File: src/rtl/crc8_pkg.sv
package crc8_pkg;

    localparam int unsigned CRC_W  = 8;
    localparam int unsigned BYTE_W = 8;
    localparam logic [CRC_W-1:0] GEN_POLY  = 8'h07;
    localparam logic [CRC_W-1:0] SEED_VAL  = 8'hFF;

    typedef logic [CRC_W-1:0]  crc_t;
    typedef logic [BYTE_W-1:0] byte_t;

    typedef struct packed {
        logic  take;
        byte_t data;
    } feed_t;

    // One serial division step, written as a loop over taps.
    function automatic crc_t serial_step(input crc_t cur, input logic din);
        crc_t nx;
        logic fb;
        fb = din ^ cur[CRC_W-1];
        nx = '0;
        for (int i = 0; i < int'(CRC_W); i++) begin
            if (i == 0) nx[i] = fb;
            else        nx[i] = cur[i-1] ^ (GEN_POLY[i] & fb);
        end
        return nx;
    endfunction

    // Whole byte, MSB first, through the serial step.
    function automatic crc_t byte_ref(input crc_t cur, input byte_t b);
        crc_t acc;
        acc = cur;
        for (int k = int'(BYTE_W) - 1; k >= 0; k--) begin
            acc = serial_step(acc, b[k]);
        end
        return acc;
    endfunction

endpackage

File: src/rtl/crc8_step_cell.sv
module crc8_step_cell #(
    parameter int unsigned       W    = crc8_pkg::CRC_W,
    parameter logic [W-1:0]      POLY = crc8_pkg::GEN_POLY
) (
    input  logic [W-1:0] cur,
    input  logic         din,
    output logic [W-1:0] nxt
);
    logic fb;
    assign fb = din ^ cur[W-1];

    for (genvar i = 0; i < int'(W); i++) begin : g_bit
        if (i == 0) begin : g_lsb
            assign nxt[i] = fb;
        end else if (POLY[i]) begin : g_tap
            assign nxt[i] = cur[i-1] ^ fb;
        end else begin : g_shift
            assign nxt[i] = cur[i-1];
        end
    end
endmodule

File: src/rtl/crc8_unroll.sv
module crc8_unroll #(
    parameter int unsigned  W    = crc8_pkg::CRC_W,
    parameter int unsigned  DW   = crc8_pkg::BYTE_W,
    parameter logic [W-1:0] POLY = crc8_pkg::GEN_POLY
) (
    input  logic [W-1:0]  cur,
    input  logic [DW-1:0] data,
    output logic [W-1:0]  nxt
);
    localparam int unsigned STAGES = DW;

    logic [W-1:0] chain [0:STAGES];

    assign chain[0] = cur;

    for (genvar k = 0; k < int'(STAGES); k++) begin : g_stage
        crc8_step_cell #(
            .W    (W),
            .POLY (POLY)
        ) u_cell (
            .cur (chain[k]),
            .din (data[DW-1-k]),
            .nxt (chain[k+1])
        );
    end

    assign nxt = chain[STAGES];
endmodule

File: src/rtl/crc8_state.sv
module crc8_state #(
    parameter int unsigned  W    = crc8_pkg::CRC_W,
    parameter logic [W-1:0] SEED = crc8_pkg::SEED_VAL
) (
    input  logic         clk,
    input  logic         rst,
    input  logic         load,
    input  logic [W-1:0] nxt,
    output logic [W-1:0] q
);
    always_ff @(posedge clk) begin
        if (rst)       q <= SEED;
        else if (load) q <= nxt;
    end

    // reset edge leaves the seed in the register
    a_r1_seed_after_reset: assert property (@(posedge clk)
        rst |=> (q == SEED));

    // without a load the register keeps its value
    a_r3_hold_without_load: assert property (@(posedge clk) disable iff (rst)
        !load |=> $stable(q));
endmodule

File: src/rtl/crc8_out_map.sv
module crc8_out_map #(
    parameter int unsigned W = crc8_pkg::CRC_W
) (
    input  logic [W-1:0] q,
    output logic [W-1:0] crc
);
    for (genvar i = 0; i < int'(W); i++) begin : g_rev
        assign crc[i] = ~q[W-1-i];
    end
endmodule

File: src/rtl/crc8_byte_gen.sv
module crc8_byte_gen
    import crc8_pkg::*;
(
    input  logic        clk,
    input  logic        rst,
    input  logic        en,
    input  logic        byte_vld,
    input  logic [7:0]  data_in,
    output logic [7:0]  crc_out
);
    feed_t feed;
    crc_t  rem_q;
    crc_t  rem_nxt;

    assign feed.take = en & byte_vld;
    assign feed.data = data_in;

    crc8_unroll #(
        .W    (CRC_W),
        .DW   (BYTE_W),
        .POLY (GEN_POLY)
    ) u_unroll (
        .cur  (rem_q),
        .data (feed.data),
        .nxt  (rem_nxt)
    );

    crc8_state #(
        .W    (CRC_W),
        .SEED (SEED_VAL)
    ) u_state (
        .clk  (clk),
        .rst  (rst),
        .load (feed.take),
        .nxt  (rem_nxt),
        .q    (rem_q)
    );

    crc8_out_map #(
        .W (CRC_W)
    ) u_out (
        .q   (rem_q),
        .crc (crc_out)
    );

    // one accepted byte equals eight serial steps, MSB first
    a_r5_matches_serial: assert property (@(posedge clk) disable iff (rst)
        (en && byte_vld) |=> (rem_q == byte_ref($past(rem_q), $past(data_in))));

    // reset wins over a simultaneous strobe
    a_r2_reset_wins: assert property (@(posedge clk)
        (rst && en && byte_vld) |=> (crc_out == '0));

    // strobe low with enable high leaves the output still
    a_r4_strobe_gate: assert property (@(posedge clk) disable iff (rst)
        (en && !byte_vld) |=> $stable(crc_out));
endmodule

File: config.mk
export PLATFORM = sky130hd
export DESIGN_NAME = crc8_byte_gen
export DESIGN_NICKNAME = d
export VERILOG_FILES = /design/src/rtl/crc8_pkg.sv /design/src/rtl/crc8_step_cell.sv /design/src/rtl/crc8_unroll.sv /design/src/rtl/crc8_state.sv /design/src/rtl/crc8_out_map.sv /design/src/rtl/crc8_byte_gen.sv
export SDC_FILE = /design/constraint.sdc
export NUM_CORES = 1
export LEC_CHECK = 0
export BUFFER_PORTS_ARGS = -buffer_cell sky130_fd_sc_hd__buf_4
export CELL_PAD_IN_SITES_DETAIL_PLACEMENT = 1
export CELL_PAD_IN_SITES_GLOBAL_PLACEMENT = 2
export CORE_MARGIN = 5
export CORE_UTILIZATION = 31
export DETAILED_ROUTE_END_ITERATION = 10
export PLACE_DENSITY_LB_ADDON = 0.1
export SYNTH_ARGS = -nofsm -noshare
export SYNTH_HDL_FRONTEND = slang
export SYNTH_SLANG_ARGS = --single-unit
File: constraint.sdc
create_clock -name clk -period 3.45 [get_ports clk]
set_input_delay 0.1725 -clock clk [delete_from_list [all_inputs] [get_ports clk]]
set_output_delay 0.1725 -clock clk [all_outputs]
set_load 0.005 [all_outputs]
==> flow_summary.toml <==
[timing]
setup_tns_ns = 0
setup_viol = 0
fin_crit_sh = 0.4500
relSlewSlack = 0.7366
rsz0062_at_grt = "false"
final-hold-violation-count = 0
fin_crit_ns = 1.553
fin_ws_ns = 1.897
fmax_mhz = 644.1
timing.hold.ws_ns = 0.1943
fin_worst_skew_ns = 0.005279
worstMarginPinSlew_ns = 0.3942
slew_viol_final = 0

[clock_tree]
clk_latency_ns = 0.26
clk_path_buf_depth = 2
htreeDepth = 1
cts_tree = "done"
cts_hold_buf = 0
path_clk_slew_ns = 0.06
cts_resized = 0
root_buffer = "clkbuf_4"
postCtsSetupBuffers = 0
cts_buffers = 3
cts.sinks = 8

[grt]
overflow = 0
antenna_found_initial = 0
grt_pass1_wl_um = 2339
grt_pass1_vias = 547
grt_use_total = 0.09937
grt_max_degree = 15

[routing]
routed_wl_um = 1312
drtAntennaViolNets = 0
drt_iter0_drc = 0
drcViolationCount = 0
routedWlPerCell_um = 11.71
vias_per_cell = 4.384
vias = 491
first_pass_iters = 1

[floorplan]
die_x_um = 55.28
std_cell_rows = 16
coreArea_um2 = 1962
pin_count = 20
die_h_um = 55.28
start_util = 0.3240
dieArea_um2 = 3056

[worst_setup_path]
worstSetupStartpointType = "flip-flop"
worstSetupPathType = "reg2reg"
crit_required_ns = 3.65
cp.arrival_ns = 1.75
reg2reg_depth = 4
r2r-end = "u_state.q[2]"
max_stage_delay_ns = 0.46
cp.depth = 4
rrSetupSlack_ns = 1.90
r2r-start = "u_state.q[6]"
critPathSlowestCell = "xnor3_1"
crit_family = "XOR/XNOR gates"
cp_max_fo = 5
end_kind = "flip-flop"
crit_buf_inv = 0
worstPathCellList = "xnor2_2 > xnor3_1 > or3_1 > nand3_1"

[yosys]
synth_seq_cells = 8
synth_cell_type_count = 18
yosysSeqAreaShare = 0.2520
synth_cells = 64
yosys_warnings = 0
netlist_area_um2 = 635.6
synth_nets = 76
synth_area_per_cell_um2 = 9.931

[pwr]
ir_drop_uv = 213.5
power_density_nw_per_um2 = 431.5
leakage_nw = 0.4534

[place]
gp_congestion = 0.6803
detailed_place_hpwl_um = 1068
port_buffers = 19
placed_cell_area_um2 = 804.5
place_ws_ns = 1.891

[worst_hold_path]
hp-start = "rst"
holdPathEnd = "u_state.q[7]"
min_path_cells = 3
hp-class = "in2reg"

[finish]
final_area_um2 = 827.0
layout-drive-gt1-share = 0.3059
mostFrequentLayoutCell = "buf_4"
final_cell_mix = "19 x buf_4, 10 x xnor2_1, 9 x inv_1"
flow.area_growth_from_synthesis_pct = 30.12
fin_util = 0.4216
largest_register_ffs = 8
diodes = 0
nets = 99
largest_registers = "u_state.q x8"
top_register = "u_state.q"

[job]
max_cap_viol_count = 0

[status]
outcome = "completed"
## worst min-delay path, delay by kind of cell
kind	cells	cell delay (ns)
mux	1	0.11
buf+inv	1	0.09
simple gates	1	0.03
## power by group
group          switching, W  internal [W]
Combinational     0.0000614      0.000105
Clock             0.0000333     0.0000399
Sequential        0.0000130      0.000104
## synthesized netlist by cell type
cell type   n  area share
nor3_1      1      0.0079
or3_1       4       0.039
nand3_1     4       0.031
o21ai_1     1      0.0079
nand2_1     3       0.018
o21ai_0     4       0.031
xor3_1      1       0.037
and2_2      1       0.012
nor2_1      4       0.024
inv_1       9       0.053
xnor2_1    10        0.14
clkbuf_4    1       0.012
o211ai_1    2       0.024
xnor3_1     6        0.21
xnor2_2     3       0.077
dfxtp_1     8        0.25
a21oi_1     1      0.0079
mux2i_1     1       0.016
## layout make-up
type / count / area (um^2)
flip-flops and latches: 8 / 160.2
multi-input cells: 46 / 434.2
fillers: 254 / 1135
inverters: 9 / 33.78
repair buffers: 19 / 142.6
well taps: 27 / 33.78
clock buffers: 3 / 22.52
## worst max path at each step
stage,startpoint,slack (ns),end
floorplan,u_state.q[6],1.98,u_state.q[2]
global placement,u_state.q[6],1.93,u_state.q[2]
detailed placement,u_state.q[6],1.89,u_state.q[2]
CTS,u_state.q[6],1.87,u_state.q[2]
global route,u_state.q[6],1.78,u_state.q[2]
finish,u_state.q[6],1.90,u_state.q[2]
## logic make-up after synthesis
kind of cell	synth area share
AOI/OAI and AO/OA	0.07085
xor gates and xnor gates	0.4646
buffers and inverters	0.06496
DFF	0.2520
muxes	0.01575
and+or+nand+nor	0.1319
## stage by stage
stage          power (W)  cells
6_report       0.0003569    112
5_1_grt        0.0003887    112
4_1_cts        0.0003662    112
3_5_place_dp   0.0002887    109
3_3_place_gp   0.0002866    109
2_1_floorplan  0.0002424     64
## metal layers
layer  global-route usage  part of all wire
met1               0.1046              0.40
met2               0.1655              0.51
met3              0.05828             0.075
met4              0.03125            0.0091
met5                    0                 0
No activity file was read; power rests on OpenSTA's default activity.
